### config.mk
export PLATFORM = sky130hd
export DESIGN_NAME = sector_dma_ctrl
export DESIGN_NICKNAME = d
export VERILOG_FILES = /design/src/rtl/sdma_pkg.sv /design/src/rtl/sdma_ctl_regs.sv /design/src/rtl/sdma_cache_trk.sv /design/src/rtl/sdma_xfer_fsm.sv /design/src/rtl/sector_dma_ctrl.sv
export SDC_FILE = /design/constraint.sdc
export NUM_CORES = 1
export LEC_CHECK = 0
export ABC_AREA = 1
export CAP_MARGIN = 15
export CORE_MARGIN = 3
export CORE_UTILIZATION = 46
export DETAILED_ROUTE_END_ITERATION = 10
export PLACE_DENSITY_LB_ADDON = 0.15
export REMOVE_ABC_BUFFERS = 1
export SLEW_MARGIN = 20
export SYNTH_ARGS = -nofsm -noshare
export SYNTH_HDL_FRONTEND = slang
export SYNTH_SLANG_ARGS = --single-unit
### constraint.sdc
create_clock -name clk -period 3.9 [get_ports clk]
set_input_delay 0.585 -clock clk [delete_from_list [all_inputs] [get_ports clk]]
set_output_delay 0.585 -clock clk [all_outputs]
set_load 0.005 [all_outputs]
### src/rtl/sdma_pkg.sv
package sdma_pkg;

    localparam int unsigned SDMA_SEC_W      = 24;
    localparam int unsigned SDMA_CHUNK_MAX  = 10240;
    localparam int unsigned SDMA_FILL_MAX   = 32;
    localparam int unsigned SDMA_SEC_SHORT  = 2048;
    localparam int unsigned SDMA_SEC_LONG   = 2340;
    localparam int unsigned SDMA_ALIGN_BITS = 5;

    typedef enum logic [1:0] {
        ST_IDLE = 2'd0,
        ST_FILL = 2'd1,
        ST_XFER = 2'd2,
        ST_WRAP = 2'd3
    } xfer_state_e;

    typedef struct packed {
        logic [SDMA_SEC_W-1:0] sector;
        logic [SDMA_SEC_W-1:0] count;
        logic                  long_fmt;
    } rd_cmd_t;

    function automatic int unsigned sdma_max_u(input int unsigned a, input int unsigned b);
        return (a > b) ? a : b;
    endfunction

endpackage

### src/rtl/sdma_ctl_regs.sv
module sdma_ctl_regs
    import sdma_pkg::*;
#(
    parameter int unsigned ADDR_W     = 32,
    parameter int unsigned LEN_W      = 32,
    parameter int unsigned BEAT_BYTES = 4,
    parameter int unsigned ALIGN_BITS = SDMA_ALIGN_BITS
) (
    input  logic              clk,
    input  logic              rst,
    input  logic              en_we,
    input  logic              en_wd,
    input  logic              start_we,
    input  logic              start_wd,
    input  logic              addr_we,
    input  logic [ADDR_W-1:0] addr_wd,
    input  logic              len_we,
    input  logic [LEN_W-1:0]  len_wd,
    input  logic              beat,
    output logic              en_q,
    output logic              active_q,
    output logic [ADDR_W-1:0] prog_addr_q,
    output logic [LEN_W-1:0]  prog_len_q,
    output logic [ADDR_W-1:0] run_addr_q,
    output logic [LEN_W-1:0]  run_len_q,
    output logic [LEN_W-1:0]  left_len,
    output logic              end_irq_q
);

    logic len_ok;
    logic last_beat;

    assign len_ok    = (prog_len_q[ALIGN_BITS-1:0] == '0) && (prog_len_q != '0);
    assign left_len  = prog_len_q - run_len_q;
    assign last_beat = beat && active_q &&
                       ((run_len_q + LEN_W'(BEAT_BYTES)) == prog_len_q);

    always_ff @(posedge clk) begin
        if (rst) begin
            en_q        <= 1'b0;
            active_q    <= 1'b0;
            prog_addr_q <= '0;
            prog_len_q  <= '0;
            run_addr_q  <= '0;
            run_len_q   <= '0;
            end_irq_q   <= 1'b0;
        end else begin
            end_irq_q <= last_beat;
            if (addr_we) prog_addr_q <= addr_wd;
            if (len_we)  prog_len_q  <= len_wd;
            if (start_we && start_wd && en_q && len_ok) begin
                active_q   <= 1'b1;
                run_addr_q <= prog_addr_q;
                run_len_q  <= '0;
            end else if (beat && active_q) begin
                run_addr_q <= run_addr_q + ADDR_W'(BEAT_BYTES);
                run_len_q  <= run_len_q + LEN_W'(BEAT_BYTES);
                if (last_beat) active_q <= 1'b0;
            end
            if (en_we) begin
                en_q <= en_wd;
                if (!en_wd) active_q <= 1'b0;
            end
        end
    end

    AST_START_NEEDS_EN: assert property (@(posedge clk) disable iff (rst)
        (active_q && !$past(active_q)) |-> $past(en_q));

    AST_START_ALIGNED: assert property (@(posedge clk) disable iff (rst)
        (active_q && !$past(active_q)) |-> ($past(prog_len_q[ALIGN_BITS-1:0]) == '0));

    AST_ENABLE_GATES_ACTIVE: assert property (@(posedge clk) disable iff (rst)
        !en_q |-> !active_q);

    AST_NO_OVERRUN: assert property (@(posedge clk) disable iff (rst)
        active_q |-> (run_len_q < prog_len_q));

    AST_IRQ_AT_LENGTH: assert property (@(posedge clk) disable iff (rst)
        end_irq_q |-> (run_len_q == prog_len_q && !active_q));

endmodule

### src/rtl/sdma_cache_trk.sv
module sdma_cache_trk
    import sdma_pkg::*;
#(
    parameter int unsigned FILL_MAX   = SDMA_FILL_MAX,
    parameter int unsigned SEC_SHORT  = SDMA_SEC_SHORT,
    parameter int unsigned SEC_LONG   = SDMA_SEC_LONG,
    parameter int unsigned BEAT_BYTES = 4,
    localparam int unsigned CNT_W     = $clog2(FILL_MAX + 1),
    localparam int unsigned CACHE_W   = $clog2(FILL_MAX * sdma_max_u(SEC_SHORT, SEC_LONG) + 1)
) (
    input  logic                  clk,
    input  logic                  rst,
    input  logic                  cmd_take,
    input  rd_cmd_t               cmd,
    input  logic                  fill_done,
    input  logic                  beat,
    output logic [SDMA_SEC_W-1:0] remaining_q,
    output logic [CACHE_W-1:0]    cache_bytes_q,
    output logic [CACHE_W-1:0]    cache_idx_q,
    output logic [SDMA_SEC_W-1:0] fill_sector,
    output logic [CNT_W-1:0]      fill_count,
    output logic                  fill_long
);

    logic [SDMA_SEC_W-1:0] cur_sector_q;
    logic                  long_q;
    logic [CACHE_W-1:0]    sec_bytes;
    logic [CACHE_W-1:0]    fill_bytes;

    assign fill_count  = (remaining_q > SDMA_SEC_W'(FILL_MAX)) ? CNT_W'(FILL_MAX)
                                                                : remaining_q[CNT_W-1:0];
    assign sec_bytes   = long_q ? CACHE_W'(SEC_LONG) : CACHE_W'(SEC_SHORT);
    assign fill_bytes  = CACHE_W'(fill_count) * sec_bytes;
    assign fill_sector = cur_sector_q;
    assign fill_long   = long_q;

    always_ff @(posedge clk) begin
        if (rst) begin
            cur_sector_q  <= '0;
            remaining_q   <= '0;
            long_q        <= 1'b0;
            cache_bytes_q <= '0;
            cache_idx_q   <= '0;
        end else if (cmd_take) begin
            cur_sector_q  <= cmd.sector;
            remaining_q   <= cmd.count;
            long_q        <= cmd.long_fmt;
            cache_bytes_q <= '0;
            cache_idx_q   <= '0;
        end else if (fill_done) begin
            cache_bytes_q <= fill_bytes;
            cache_idx_q   <= '0;
            cur_sector_q  <= cur_sector_q + SDMA_SEC_W'(fill_count);
            remaining_q   <= remaining_q - SDMA_SEC_W'(fill_count);
        end else if (beat) begin
            cache_bytes_q <= cache_bytes_q - CACHE_W'(BEAT_BYTES);
            cache_idx_q   <= cache_idx_q + CACHE_W'(BEAT_BYTES);
        end
    end

    AST_CACHE_NO_UNDERFLOW: assert property (@(posedge clk) disable iff (rst)
        beat |-> (cache_bytes_q >= CACHE_W'(BEAT_BYTES)));

    AST_FILL_INTO_EMPTY: assert property (@(posedge clk) disable iff (rst)
        fill_done |-> (cache_bytes_q == '0 && remaining_q != '0));

    AST_FILL_GROUP_CAP: assert property (@(posedge clk) disable iff (rst)
        fill_done |=> (cache_bytes_q <= CACHE_W'(FILL_MAX * sdma_max_u(SEC_SHORT, SEC_LONG))));

endmodule

### src/rtl/sdma_xfer_fsm.sv
module sdma_xfer_fsm
    import sdma_pkg::*;
#(
    parameter int unsigned LEN_W      = 32,
    parameter int unsigned CHUNK_MAX  = SDMA_CHUNK_MAX,
    parameter int unsigned CACHE_W    = 17,
    parameter int unsigned BEAT_BYTES = 4,
    localparam int unsigned CHUNK_W   = $clog2(CHUNK_MAX + 1)
) (
    input  logic                  clk,
    input  logic                  rst,
    input  logic                  tick,
    input  logic                  cmd_valid,
    input  logic                  cmd_count_nz,
    input  logic                  active,
    input  logic                  dir_to_mem,
    input  logic [LEN_W-1:0]      left_len,
    input  logic [SDMA_SEC_W-1:0] remaining,
    input  logic [CACHE_W-1:0]    cache_bytes,
    input  logic                  mw_ready,
    input  logic                  fill_done,
    output logic                  cmd_take,
    output logic                  mw_valid,
    output logic                  beat,
    output logic                  fill_req,
    output logic                  cmd_done
);

    xfer_state_e        state_q;
    logic [CHUNK_W-1:0] chunk_left_q;
    logic [CHUNK_W-1:0] chunk_cap;
    logic [CHUNK_W-1:0] chunk_new;
    logic               work_left;

    assign work_left = (remaining != '0) || (cache_bytes != '0);
    assign chunk_cap = (left_len > LEN_W'(CHUNK_MAX)) ? CHUNK_W'(CHUNK_MAX)
                                                      : left_len[CHUNK_W-1:0];

    always_comb begin
        chunk_new = chunk_cap;
        if (remaining == '0 && LEN_W'(cache_bytes) < LEN_W'(chunk_cap))
            chunk_new = cache_bytes[CHUNK_W-1:0];
    end

    assign cmd_take = (state_q == ST_IDLE) && cmd_valid;
    assign mw_valid = (state_q == ST_XFER) && active;
    assign beat     = mw_valid && mw_ready;
    assign fill_req = (state_q == ST_FILL);
    assign cmd_done = (state_q == ST_WRAP) && !work_left;

    always_ff @(posedge clk) begin
        if (rst) begin
            state_q      <= ST_IDLE;
            chunk_left_q <= '0;
        end else begin
            unique case (state_q)
                ST_IDLE: begin
                    if (cmd_take) begin
                        chunk_left_q <= '0;
                        if (cmd_count_nz) state_q <= ST_FILL;
                    end else if (tick && active && dir_to_mem && work_left) begin
                        chunk_left_q <= chunk_new;
                        if (chunk_new == '0)        state_q <= ST_WRAP;
                        else if (cache_bytes == '0) state_q <= ST_FILL;
                        else                        state_q <= ST_XFER;
                    end
                end
                ST_FILL: begin
                    if (fill_done)
                        state_q <= (chunk_left_q != '0 && active) ? ST_XFER : ST_IDLE;
                end
                ST_XFER: begin
                    if (!active) begin
                        state_q      <= ST_IDLE;
                        chunk_left_q <= '0;
                    end else if (beat) begin
                        chunk_left_q <= chunk_left_q - CHUNK_W'(BEAT_BYTES);
                        if (chunk_left_q == CHUNK_W'(BEAT_BYTES))
                            state_q <= ST_WRAP;
                        else if (cache_bytes == CACHE_W'(BEAT_BYTES))
                            state_q <= (remaining != '0) ? ST_FILL : ST_WRAP;
                    end
                end
                ST_WRAP: state_q <= ST_IDLE;
                default: state_q <= ST_IDLE;
            endcase
        end
    end

    AST_CHUNK_CAPPED: assert property (@(posedge clk) disable iff (rst)
        chunk_left_q <= CHUNK_W'(CHUNK_MAX));

    AST_DIR_BLOCKS_MOVE: assert property (@(posedge clk) disable iff (rst)
        (state_q == ST_IDLE && tick && !dir_to_mem && !cmd_valid) |=> (state_q == ST_IDLE));

    AST_BEAT_HELD: assert property (@(posedge clk) disable iff (rst)
        (mw_valid && !mw_ready) |=> (mw_valid || !active));

    AST_DONE_ONLY_DRAINED: assert property (@(posedge clk) disable iff (rst)
        cmd_done |-> (state_q == ST_WRAP && remaining == '0 && cache_bytes == '0));

endmodule

### src/rtl/sector_dma_ctrl.sv
module sector_dma_ctrl
    import sdma_pkg::*;
#(
    parameter int unsigned ADDR_W    = 32,
    parameter int unsigned LEN_W     = 32,
    parameter int unsigned DATA_W    = 32,
    parameter int unsigned CHUNK_MAX = SDMA_CHUNK_MAX,
    parameter int unsigned FILL_MAX  = SDMA_FILL_MAX,
    parameter int unsigned SEC_SHORT = SDMA_SEC_SHORT,
    parameter int unsigned SEC_LONG  = SDMA_SEC_LONG,
    localparam int unsigned BEAT_BYTES = DATA_W / 8,
    localparam int unsigned CNT_W      = $clog2(FILL_MAX + 1),
    localparam int unsigned CACHE_W    = $clog2(FILL_MAX * sdma_max_u(SEC_SHORT, SEC_LONG) + 1)
) (
    input  logic                  clk,
    input  logic                  rst,
    input  logic                  en_we,
    input  logic                  en_wdata,
    input  logic                  start_we,
    input  logic                  start_wdata,
    input  logic                  addr_we,
    input  logic [ADDR_W-1:0]     addr_wdata,
    input  logic                  len_we,
    input  logic [LEN_W-1:0]      len_wdata,
    input  logic                  dir_to_mem,
    input  logic                  tick,
    input  logic                  cmd_valid,
    input  logic [SDMA_SEC_W-1:0] cmd_sector,
    input  logic [SDMA_SEC_W-1:0] cmd_count,
    input  logic                  cmd_long,
    input  logic                  fill_done,
    input  logic [DATA_W-1:0]     cache_rd_data,
    input  logic                  mw_ready,
    output logic                  en_q,
    output logic                  active_q,
    output logic [ADDR_W-1:0]     prog_addr_q,
    output logic [LEN_W-1:0]      prog_len_q,
    output logic [ADDR_W-1:0]     run_addr_q,
    output logic [LEN_W-1:0]      run_len_q,
    output logic                  fill_req,
    output logic [SDMA_SEC_W-1:0] fill_sector,
    output logic [CNT_W-1:0]      fill_count,
    output logic                  fill_long,
    output logic [CACHE_W-1:0]    cache_rd_idx,
    output logic                  mw_valid,
    output logic [ADDR_W-1:0]     mw_addr,
    output logic [DATA_W-1:0]     mw_data,
    output logic                  dma_end_irq,
    output logic                  cmd_done
);

    rd_cmd_t               cmd_bus;
    logic                  cmd_take;
    logic                  beat;
    logic [LEN_W-1:0]      left_len;
    logic [SDMA_SEC_W-1:0] remaining;
    logic [CACHE_W-1:0]    cache_bytes;

    assign cmd_bus = '{sector: cmd_sector, count: cmd_count, long_fmt: cmd_long};

    sdma_ctl_regs #(
        .ADDR_W(ADDR_W), .LEN_W(LEN_W), .BEAT_BYTES(BEAT_BYTES), .ALIGN_BITS(SDMA_ALIGN_BITS)
    ) u_regs (
        .clk(clk), .rst(rst),
        .en_we(en_we), .en_wd(en_wdata), .start_we(start_we), .start_wd(start_wdata),
        .addr_we(addr_we), .addr_wd(addr_wdata), .len_we(len_we), .len_wd(len_wdata),
        .beat(beat),
        .en_q(en_q), .active_q(active_q), .prog_addr_q(prog_addr_q), .prog_len_q(prog_len_q),
        .run_addr_q(run_addr_q), .run_len_q(run_len_q), .left_len(left_len),
        .end_irq_q(dma_end_irq)
    );

    sdma_cache_trk #(
        .FILL_MAX(FILL_MAX), .SEC_SHORT(SEC_SHORT), .SEC_LONG(SEC_LONG), .BEAT_BYTES(BEAT_BYTES)
    ) u_cache (
        .clk(clk), .rst(rst), .cmd_take(cmd_take), .cmd(cmd_bus),
        .fill_done(fill_done), .beat(beat),
        .remaining_q(remaining), .cache_bytes_q(cache_bytes), .cache_idx_q(cache_rd_idx),
        .fill_sector(fill_sector), .fill_count(fill_count), .fill_long(fill_long)
    );

    sdma_xfer_fsm #(
        .LEN_W(LEN_W), .CHUNK_MAX(CHUNK_MAX), .CACHE_W(CACHE_W), .BEAT_BYTES(BEAT_BYTES)
    ) u_fsm (
        .clk(clk), .rst(rst), .tick(tick), .cmd_valid(cmd_valid),
        .cmd_count_nz(cmd_count != '0), .active(active_q), .dir_to_mem(dir_to_mem),
        .left_len(left_len), .remaining(remaining), .cache_bytes(cache_bytes),
        .mw_ready(mw_ready), .fill_done(fill_done),
        .cmd_take(cmd_take), .mw_valid(mw_valid), .beat(beat),
        .fill_req(fill_req), .cmd_done(cmd_done)
    );

    assign mw_addr = run_addr_q;
    assign mw_data = cache_rd_data;

    AST_ADDR_HELD_ON_STALL: assert property (@(posedge clk) disable iff (rst)
        ($past(mw_valid && !mw_ready) && mw_valid) |-> $stable(mw_addr));

    AST_PROG_REGS_KEPT: assert property (@(posedge clk) disable iff (rst)
        (!$past(addr_we) && !$past(len_we)) |-> ($stable(prog_addr_q) && $stable(prog_len_q)));

endmodule

# After elaboration in Yosys (flattened, before gate mapping)
# Cells that the tools add are included.
classes:
  addsub: 8
  multipliers: 1
  div_mod_pow: 0
  order_cmp: 3
  n_eq_ne: 11
  n_shift: 0
  n_mux: 35
  bitwise: 0
  reduce_logical: 36
ops:
  columns: ["operator", "n"]
  rows:
  - ["24-bit 2-to-1 mux", 4]
  - ["14-bit 2-to-1 mux", 6]
  - ["32-bit by 3-bit adder with 32-bit output (second input constant)", 2]
  - ["32-bit 2-to-1 mux", 2]
  - ["24-bit nonzero test", 2]
  - ["17-bit 2-to-1 mux", 2]
  - ["32-bit == test", 1]
  - ["32-bit by 14-bit greater-than comparator with 1-bit output (second input constant)", 1]
  - ["32-bit nonzero test", 1]
  - ["32-bit subtractor", 1]
  - ["14-bit case mux with 2 select lines", 1]
  - ["24-bit by 6-bit adder with 24-bit output", 1]
  - ["24-bit by 6-bit greater-than comparator with 1-bit output (second input constant)", 1]
  - ["24-bit logical NOT", 1]
  - ["2-bit 2-to-1 mux", 12]
  - ["24-bit by 6-bit subtractor with 24-bit output", 1]
  - ["17-bit by 3-bit adder with 17-bit output (second input constant)", 1]
  - ["17-bit by 3-bit == test with 1-bit output (second input constant)", 1]
  - ["17-bit logical NOT", 1]
  - ["17-bit by 14-bit < comparator with 1-bit output", 1]
  - ["6-bit by 17-bit multiplier with 17-bit output", 1]
  - ["17-bit nonzero test", 1]
  - ["17-bit by 3-bit subtractor with 17-bit output (second input constant)", 1]
  - ["1-bit logical AND", 15]
  - ["other kinds (23)", 33]
word_totals:
  reg_bits: 230
  latchBits: 0
  mem_bits_rw: 0
  mem_bits_ro: 0
  in_bits: 158
  out_inout_bits: 246
  mem_count: 0

# Longest topological paths before layout
# Gate-level depths: netlist of the first run.
depth:
  word_depth: 11
  ltp_mapped: 40

# By module
# Synthesis of the first run repeated with hierarchy kept, for this count alone.
hier_totals:
  hier_cells: 2551
  hier_area_um2: 16363.2
by_module_without_submodules:
  columns: ["mod", "instances", "cells_each", "area_each_um2", "seq_area_each_um2"]
  rows:
  - ["sdma_ctl_regs", 1, 1227, 8249.2, 2582.5]
  - ["sdma_cache_trk", 1, 839, 5411.4, 1581.5]
  - ["sdma_xfer_fsm", 1, 399, 2138.3, 320.3]
  - ["sector_dma_ctrl", 1, 86, 564.3, 0.0]

# Worst setup path before layout of the first run
# Ideal clock, no wire load.
synth_timing:
  path_kind: "register -> register"
  start: "register u_regs.run_len_q[2]"
  end: "register u_fsm.state_q[1]"
  setup_ns: 0.066
  t_arrival_ns: 4.152
  path_slack_ns: -0.319
  path_stages_with_launch: 37
  period_less_slack_ns: 4.219
  cell_sequence: "dfxtp_1 > ha_1 > inv_1 > fa_1 > nand2_1 > nand2_1 > nand3_1 > nand2_1 > nand2_1 > nand2_2 > nand2_1 > nand2_1 > nand2_1 > nand2_1 > nor2_1 > nand3_1 > nor2_2 > nand2_1 > inv_1 > nand2_1 > ha_1 > a21oi_1 > o21ai_0 > a2111oi_0 > nand2_1 > nor2_1 > nand2_2 > buf_6 > nand2_1 > nand2_1 > nor2_1 > nand2_1 > nor2_1 > nand2_1 > nand2_1 > nand2_1 > a21oi_2"
synth_between:
  elab_chain_len: 11
synth_lines:
  columns: ["element", "line", "rtl"]
  rows:
  - ["from (decl)", "sdma_ctl_regs.sv:25", "output logic [LEN_W-1:0] run_len_q,"]
  - ["from (signal assigned)", "sdma_ctl_regs.sv:57", "run_len_q <= run_len_q + LEN_W'(BEAT_BYTES);"]
  - ["32-bit subtractor (*)", "sdma_ctl_regs.sv:34", "assign left_len = prog_len_q - run_len_q;"]
  - ["32-bit by 14-bit greater-than comparator with 1-bit output", "sdma_xfer_fsm.sv:36", "assign chunk_cap = (left_len > LEN_W'(CHUNK_MAX)) ? CHUNK_W'(CHUNK_MAX)"]
  - ["14-bit 2-to-1 mux (*)", "sdma_xfer_fsm.sv:36", null]
  - ["17-bit by 14-bit < comparator with 1-bit output", "sdma_xfer_fsm.sv:41", "if (remaining == '0 && LEN_W'(cache_bytes) < LEN_W'(chunk_cap))"]
  - ["1-bit logical AND", "sdma_xfer_fsm.sv:41", null]
  - ["14-bit 2-to-1 mux (*)", "sdma_xfer_fsm.sv:41", null]
  - ["14-bit logical NOT (*)", "sdma_xfer_fsm.sv:63", "if (chunk_new == '0) state_q <= ST_WRAP;"]
  - ["2-bit 2-to-1 mux (*)", "sdma_xfer_fsm.sv:63", null]
  - ["2-bit 2-to-1 mux (*)", "sdma_xfer_fsm.sv:61", "end else if (tick && active && dir_to_mem && work_left) begin"]
  - ["2-bit 2-to-1 mux (*)", "sdma_xfer_fsm.sv:58", "if (cmd_take) begin"]
  - ["2-bit case mux with 4 select lines (*)", "sdma_xfer_fsm.sv:56", "unique case (state_q)"]
  - ["to (signal assigned)", "sdma_xfer_fsm.sv:70", "state_q <= (chunk_left_q != '0 && active) ? ST_XFER : ST_IDLE;"]
  - ["to (signal assigned)", "sdma_xfer_fsm.sv:81", "state_q <= (remaining != '0) ? ST_FILL : ST_WRAP;"]
  - ["to (decl)", "sdma_xfer_fsm.sv:29", "xfer_state_e state_q;"]
# Mark *: on every way between the ends. The rest lies on a longest branch, timed or not. The select of a mux whose other input is x is not followed.
# A chain may end at the register's enable or synchronous reset.

# Worst setup path after layout of the first run
layout_timing:
  start: "register u_regs.run_len_q[4]"
  end: "register u_fsm.state_q[1]"
# Same word-level chain as after synthesis.

==> results of run 1 <==
==> registers in the layout (all words and copies together) (netlist names), 14 cells and up <==
name	count
u_regs.prog_addr_q	32
u_regs.prog_len_q	32
u_cache.fill_sector	24
u_regs.run_len_q	30
u_regs.run_addr_q	32
u_cache.cache_idx_q	15
u_fsm.chunk_left_q	14
u_cache.cache_bytes_q	15
u_cache.remaining_q	24
==> routing by layer <==
metal  track usage (%)  wire length [um]  share of wire (%)
met2              55.2             30800                 48
met1              38.0             25600                 40
met3              6.92              5130                7.9
met4              12.4              3120                4.8
met5             0.511                16              0.025
==> final timing paths <==
path	startpoint	to	slack [ps]	cells past startpoint
hold reg to reg	u_fsm.chunk_left_q[0]$_SDFFE_PP0P_	u_fsm.chunk_left_q[0]$_SDFFE_PP0P_	490	2
hold / removal	u_fsm.chunk_left_q[0]$_SDFFE_PP0P_	u_fsm.chunk_left_q[0]$_SDFFE_PP0P_	490	2
setup reg to reg	u_regs.run_len_q[4]$_SDFFE_PP0P_	u_fsm.state_q[1]$_SDFFE_PP0P_	-530	35
setup / recovery	u_regs.run_len_q[4]$_SDFFE_PP0P_	u_fsm.state_q[1]$_SDFFE_PP0P_	-530	35
==> layout make-up <==
cell class                      instances  area (um2)
Sequential cell                       224        4490
Clock inverter                          6        85.1
Inverter                              328        1240
Timing Repair Buffer                  644        5720
Multi-Input combinational cell       1873       10900
Fill cell                            2902       10300
Clock buffer                           37         773
Tap cell                              448         561
==> through the flow <==
step                      setup TNS [ps]  instances
after global routing              -11780       3560
after CTS                          -5180       3547
after global placement            -10470       3491
after detailed placement          -11450       3491
after floorplan                   -21460       2424
final                              -5790       3560
==> power by group <==
group | internal [mW] | switching, mW | total (mW)
Sequential | 2.53 | 0.257 | 2.79
Combinational | 1.56 | 2.04 | 3.60
Clock | 1.50 | 1.03 | 2.52
Total | 5.59 | 3.32 | 8.92
==> timing repair <==
item / CTS / global route
setup buffers: 12 / 12
pin swaps: 40 / 85
setup endpoints to repair: 26 / 30
resized for setup: 129 / 181
cloned: 1 / 1
==> cells by family (layout without fill, tap and decap cells) <==
family | count (synthesis) | after routing
AND/OR/NAND/NOR | 1262 | 1263
buffers and inverters | 467 | 1015
AO/OA/AOI/OAI | 424 | 424
flip-flops | 224 | 224
XOR/XNOR | 101 | 101
adder cells (fa/ha/maj) | 80 | 80
other | 2 | 5
==> layout by cell type, fill, tap and decap left out, types with 16 or more instances in the layout <==
master                            netlist  routed
sky130_fd_sc_hd__o21ai_0              170     156
sky130_fd_sc_hd__nor3_1                52      44
sky130_fd_sc_hd__ha_1                  77      36
sky130_fd_sc_hd__ha_4                   0      37
sky130_fd_sc_hd__nor2_1               353     314
sky130_fd_sc_hd__xnor2_1               24      24
sky130_fd_sc_hd__o21ai_1                6      16
sky130_fd_sc_hd__nor2_4                 3      19
sky130_fd_sc_hd__nand2_2                9      49
sky130_fd_sc_hd__xor2_1                76      75
sky130_fd_sc_hd__nor2_2                 8      31
sky130_fd_sc_hd__clkdlybuf4s50_1        0     334
sky130_fd_sc_hd__nor4_1                27      26
sky130_fd_sc_hd__inv_1                308     288
sky130_fd_sc_hd__nand3_1              118     104
sky130_fd_sc_hd__a31oi_1               44      44
sky130_fd_sc_hd__dfxtp_1              224     216
sky130_fd_sc_hd__a21oi_2                3      30
sky130_fd_sc_hd__buf_4                 69     295
sky130_fd_sc_hd__nand2_1              599     546
sky130_fd_sc_hd__clkbuf_16              0      27
sky130_fd_sc_hd__nand4_1               43      43
sky130_fd_sc_hd__inv_2                 14      32
sky130_fd_sc_hd__a21oi_1              150     121
==> tightest hold or removal path: cells and delay by family (launching register included) <==
kind               cells  cell delay [ps]
and+or+nand+nor        1               70
DFF                    1              310
AOI/OAI and AO/OA      1               60
==> metrics list, run 1 <==
* P&R area growth vs syn: 47.1%
- The analysis attributes to cell leakage a power of a little over 10 nW.
* Buf+Inv Stages, Crit Path: 5
* Area fraction in and, or, nand and nor cells after synthesis: about a third
* Total clock buffers created by CTS: 27
- Crit path required time: 4390 ps
* Post-detailed-route wirelength per cell: 18.2 um
- Total routed wirelength: 64.6 mm
- Avg Synthesized Cell Area: between 6 and 7 um2
* Global Route Usage Sum: approximately a third
- For this design, the slowest cell found on the critical path is sky130_fd_sc_hd__or4_4.
- Synthesized instance count: between 2000 and 3000
- CTS built an H-tree with a depth of 1.
* Final HPWL from detailed placement: between 40 and 50 mm
* Clock latency at the later pin of the worst-skew pair: 560 ps
- The final hold violation count was 0.
- The Yosys step of the flow raised 0 warnings.
* Type of element launching the critical path: flip-flop
- Worst clock skew: ~8.3 ps
* Max_slew headroom: about a third
- Largest net degree at the start of global routing: 63
- Summing internal, switching and leakage power gives ~9 mW.
- Placed Instance Area: ~0.021 mm2
* Post-route minimum period: ~4400 ps
- Number of primary I/O pins: 404
* Number of max-slew violations in the final report: 0
* Die Height: between 150 and 200 um
- The synthesized design devotes to its leading area cell type 27.8% of total area.
- The clock passes through at most 3 buffers.
- Num rows: 67
* Biggest area contributors in the synthesized netlist: sky130_fd_sc_hd__dfxtp_1, sky130_fd_sc_hd__nand2_1, sky130_fd_sc_hd__nor2_1, sky130_fd_sc_hd__inv_1, sky130_fd_sc_hd__ha_1
- Category of the worst setup path capture point: flip-flop
* Core Box Area: between 0.03 and 0.04 mm2
- # nets final: approximately 3300
- Clock tree synthesis found a total of about 220 sinks.
* Unrepaired setup endpoints after global routing: true
* Post-synthesis share of cell area spent on full adders, half adders and majority gates: about 6.3%
* Floorplan die area: about 0.037 mm2
* Final count of negative-setup-slack endpoints: 21
- Share of the core filled with cells: between 60% and 70%
- Clock-pin slew of the registers on the worst-case setup and hold paths: about 60 ps
* Maximum net fanout on the critical path: 10
- Fraction of the yosys area taken by sequential cells: between 20 and 30%
* Mapped Area: roughly 0.016 mm2
- Gp weighted congestion: ~0.98
- Leading cell type by number of instances after synthesis: sky130_fd_sc_hd__nand2_1
* Clock tree from TritonCTS: yes
- PnR worst setup slack: -532 ps
- Number of antenna violations at the first check in global routing: 1
- Post-synthesis compound-gate area fraction: between 10 and 15%
* Root buffer cell: sky130_fd_sc_hd__clkbuf_16
- Critical path's most frequent cell: sky130_fd_sc_hd__nand2_1
- The final critical path takes up 114% of the cycle.
* Worst setup path category: flip-flop to flip-flop
* Total via count after detailed routing: roughly 19000
* Largest incremental delay on the critical path: about 540 ps
- Summing the areas of all xor and xnor instances in the mapped netlist gives around 5.5% of the synthesized area.
- Antenna fix cells: 0
* Synth cell types: 58
- Worst path top cell family by delay: simple AND/OR/NAND/NOR gates
- Total global routing overflow: 0
- After detailed routing, the number of vias per cell comes to 5.39.
- In this run the horizontal extent of the chip is 193 um.
- The largest total area in the synthesized netlist belongs to sky130_fd_sc_hd__dfxtp_1.
- At the worst endpoint, the arrival time is roughly 4900 ps.
- Transition time at the pin with the least slew margin: approximately 1000 ps
* Violated checks: setup timing
- Dividing total power by cell area gives a power density of between 300 and 400 mW/mm2.
* Number of flops mapped to enable cells by yosys: 0
* Total DRC errors in the routed layout: 0
- Worst ir drop on vdd: roughly 0.35 mV
- Static timing analysis puts the maximum clock frequency at around 0.23 GHz.
- Ranked by instance count, the synthesized netlist is headed by sky130_fd_sc_hd__nand2_1, sky130_fd_sc_hd__nor2_1, sky130_fd_sc_hd__inv_1.
- Fraction of layout instances using a drive strength above 1: 20.6%
- After synthesis, the share of flip-flops with an asynchronous set or reset is 0%.
- Multiplexer area fraction after synthesis: 0%
- Once detail routing completed, the nets flagged for antenna violations numbered 0.
* DRC marker count from the first detailed-route iteration: 1428
* Post-place setup slack: -762 ps
* Count of buffers inserted at the top-level ports: 335
- Flip-flop and latch count after synthesis: 224
* Wire length of the first global-routing pass: between 90 and 100 mm
- The min-delay analysis places its worst path in the category flip-flop to flip-flop.
- Outcome: complete, but fails checks
- In this run, post-CTS hold repair placed 0 buffers.
- Number of iterations in the first detailed-routing pass: 6
- Hold is met by 486 ps.
- The number of global-route vias before repair was approximately 19000.
* Dominant combinational cell family by area after synthesis: simple AND/OR/NAND/NOR gates
* Prevailing post-synth register cell: sky130_fd_sc_hd__dfxtp_1
- Max-cap violations: 0
- Initial cell density of the core: 47.5%
- Final Cell Area: 0.0238 mm2
Power figures use the tool's default switching activity.
==> run 2, diff against run 1 <==
--- a/config.mk
+++ b/config.mk
@@ -7,6 +7,7 @@
 export LEC_CHECK = 0
 export ABC_AREA = 1
 export CAP_MARGIN = 15
+export CORE_ASPECT_RATIO = 2
 export CORE_MARGIN = 3
 export CORE_UTILIZATION = 46
 export DETAILED_ROUTE_END_ITERATION = 10
==> run 2 against run 1 <==
The flow still finishes with violations (setup timing). Fmax up 1.3%. Core utilization up 0.51 points. Sequential cell count unchanged. Sequential power about the same. Critical endpoint is now u_fsm.state_q[0]$_SDFFE_PP0P_.
==> metrics list, run 2 (synthesis results as in run 1) <==
- The share of final-layout standard cells stronger than drive strength 1 is 22.5% (+1.9 points).
- Number of iterations in the first detailed-routing pass: 7 (+1)
* Type of element launching the critical path: flip-flop
- Clock latency at the later pin of the worst-skew pair: 570 ps (about the same)
- The run finished, with violations left.
* Initial cell density of the core: 46.9% (-0.60 points)
- The number of slew-limit violations in the final report came to 0 (unchanged).
* Post-route minimum period: 4370 ps (-58.5 ps)
- Largest incremental delay on the critical path: 340 ps (-200 ps)
* Critical path's most frequent cell: sky130_fd_sc_hd__nand2_1
* Post-detailed-route wirelength per cell: 20.5 um (+13%)
* Largest registers in the final layout: u_regs.prog_addr_q: 32 flops, u_regs.prog_len_q: 32 flops, u_regs.run_addr_q: 32 flops
- Worst clock skew: 16.1 ps (+7.74 ps)
- The final reports fail on setup timing.
- The floorplan row count is 96 (+43%).
- The min-delay analysis places its worst path in the category primary input to flip-flop.
- The half-perimeter wire length after detailed placement was 55.9 mm (+13%).
* Crit path required time: 4400 ps (about the same)
- Global Route Usage Sum: 35.7% (+4.0 points)
- Clock-pin slew of the registers on the worst-case setup and hold paths: 70 ps (about the same)
- The critical path in this run is classified as flip-flop to flip-flop.
- Number of nets still failing antenna checks after routing: 0 (unchanged)
* Clock Sink Count: 224 (unchanged)
- The initial antenna violation count was 1 (unchanged).
* Total DRC errors in the routed layout: 0 (unchanged)
* Pleak: 10.6 nW (+2.3%)
- The number of buffers inserted during clock tree synthesis is 23 (-15%).
- The library cell used most frequently in the layout, excluding fill and tap cells, is sky130_fd_sc_hd__nand2_1.
* Hold violation total from the final report: 0 (unchanged)
* Clock tree from TritonCTS: yes
* Wire length of the first global-routing pass: 107 mm (+9.4%)
- The total die area came to 0.0375 mm2 (+0.37%).
- Vias in the first global route: 19800 (+6.3%)
- The quantity of I/O buffers inserted on ports was 335 (unchanged).
- Crit-path slowest cell: sky130_fd_sc_hd__dfxtp_1
- Gp weighted congestion: 1.02 (+3.1%)
- Unrepaired setup endpoints after global routing: true
- The count of pins on the block boundary was 404 (unchanged).
- Power consumption: 9.08 mW (+1.8%)
- The cell sitting at the root of the clock tree is a sky130_fd_sc_hd__clkbuf_16.
- Die Height: 271 um (+40%)
- # nets final: 3358 (+0.66%)
- Final count of negative-setup-slack endpoints: 25 (+19%)
- The final hold slack came to 368 ps (-118 ps).
- Commonest cells after routing, fill and taps aside: sky130_fd_sc_hd__nand2_1, sky130_fd_sc_hd__clkdlybuf4s50_1, sky130_fd_sc_hd__buf_4
- The largest net degree at the start of global routing is 49 (-22%).
- Max_slew headroom: 34.6% (+0.90 points)
* Total via count after detailed routing: 19900 (+3.7%)
- The max-cap violation count is 0 (unchanged).
* Total global routing overflow: 0 (unchanged)
- Number of standard cells in the layout, taps in and fillers out: 3579 (+0.53%)
- The x dimension of the die came to 139 um (-28%).
- Category of the worst setup path capture point: flip-flop
* Transition time at the pin with the least slew margin: 975 ps (-19.5 ps)
- The worst path setup slack after routing was -474 ps (+58.5 ps).
* Worst ir drop on vdd: 0.438 mV (+25%)
- The ratio of routed vias to standard cells came to 5.56 (+3.1%).
- The placed instance count is 3494 (+0.086%).
- Relative to the synthesized area, the layout overhead comes to 50.1%.
* DRC marker count from the first detailed-route iteration: 1137 (-20%)
- Fill cell instance count of the final layout: 2919 (+0.59%)
- Max Buffers Root-to-Sink: 3 (unchanged)
- Period Utilization, post-route: 112% (-1.5 points)
* Maximum net fanout on the critical path: 7 (-3)
* Total routed wirelength: 73.2 mm (+13%)
* Top achievable clock speed: 0.229 GHz (+1.3%)
* PwrDens: 374 mW/mm2 (-0.19%)
- Core Box Area: 0.0345 mm2 (+1.3%)
- The arrival time at the worst endpoint came to 4870 ps (-60 ps).
- Level count of the clock H-tree: 1 (unchanged)
run 2: cell types whose count changed in the layout (fill, tap and decap cells not counted), sizes merged:
| cell | delta |
|---|---|
| buf | +27 |
| clkbuf | -5 |
| clkinvlp | +2 |
| bufinv | +1 |
| clkinv | +1 |
| diode | +1 |
| nand2 | -1 |
run 2: final cells by class:
class,count,area (um2),area share [%]
antenna,1,2.50,0.0103
clock buffer,32,639,2.64
clock inverter,10,148,0.609
inverter,328,1250,5.15
multi-input combinational,1872,11200,46.1
sequential,224,4510,18.6
tap,441,552,2.28
timing repair buffer,671,5980,24.6
run 2: metrics by stage:
stage | utilization, % | TNS, ps | setup WS, ps | cell area, um2
2_1_floorplan | - | -21460 | -788 | 15400
3_3_place_gp | 62.4 | -16240 | -933 | 21500
3_5_place_dp | 62.4 | -17240 | -883 | 21500
4_1_cts | 67.4 | -7120 | -554 | 23200
5_1_grt | 70.3 | -14050 | -785 | 24200
6_report | 70.3 | -8020 | -474 | 24200
run 2: final timing paths:
check,start,endpoint,slack (ps),depth (start not counted)
setup / recovery,u_regs.run_len_q[16]$_SDFFE_PP0P_,u_fsm.state_q[0]$_SDFFE_PP0P_,-470,35
hold / removal,rst,u_regs.end_irq_q$_SDFF_PP0_,370,2
setup reg to reg,u_regs.run_len_q[16]$_SDFFE_PP0P_,u_fsm.state_q[0]$_SDFFE_PP0P_,-470,35
hold reg to reg,u_fsm.chunk_left_q[0]$_SDFFE_PP0P_,u_fsm.chunk_left_q[0]$_SDFFE_PP0P_,470,2
run 2: power breakdown:
part | total, mW | internal (mW) | leakage, nW | switching (mW)
Combinational | 3.87 | 1.66 | 8.39 | 2.22
Sequential | 2.80 | 2.53 | 1.84 | 0.270
Clock | 2.40 | 1.36 | 0.376 | 1.05
Total | 9.08 | 5.55 | 10.6 | 3.53
run 2: layer usage:
layer / global-route usage, % / share of wire [%] / vias to the layer above
met5: 0.395 / 0 / -
met4: 24.7 / 8.8 / 0
met3: 5.68 / 5.6 / 341
met2: 69.9 / 53 / 938
met1: 32.8 / 32 / 9240
li1: - / - / 9365
run 2: critical path: cells and delay by family (launching register included):
kind	cells	cell delay, ps
AOI/OAI and AO/OA	4	690
and+or+nand+nor	24	2310
adders and majority gates	2	390
DFF	1	340
buffers and inverters	5	550
run 2: repair_timing:
action,CTS,global route
setup endpoints to repair,33,34
buffers inserted,16,29
hold buffers,0,0
resized for setup,178,200
cloned,1,0
pin swaps,55,104
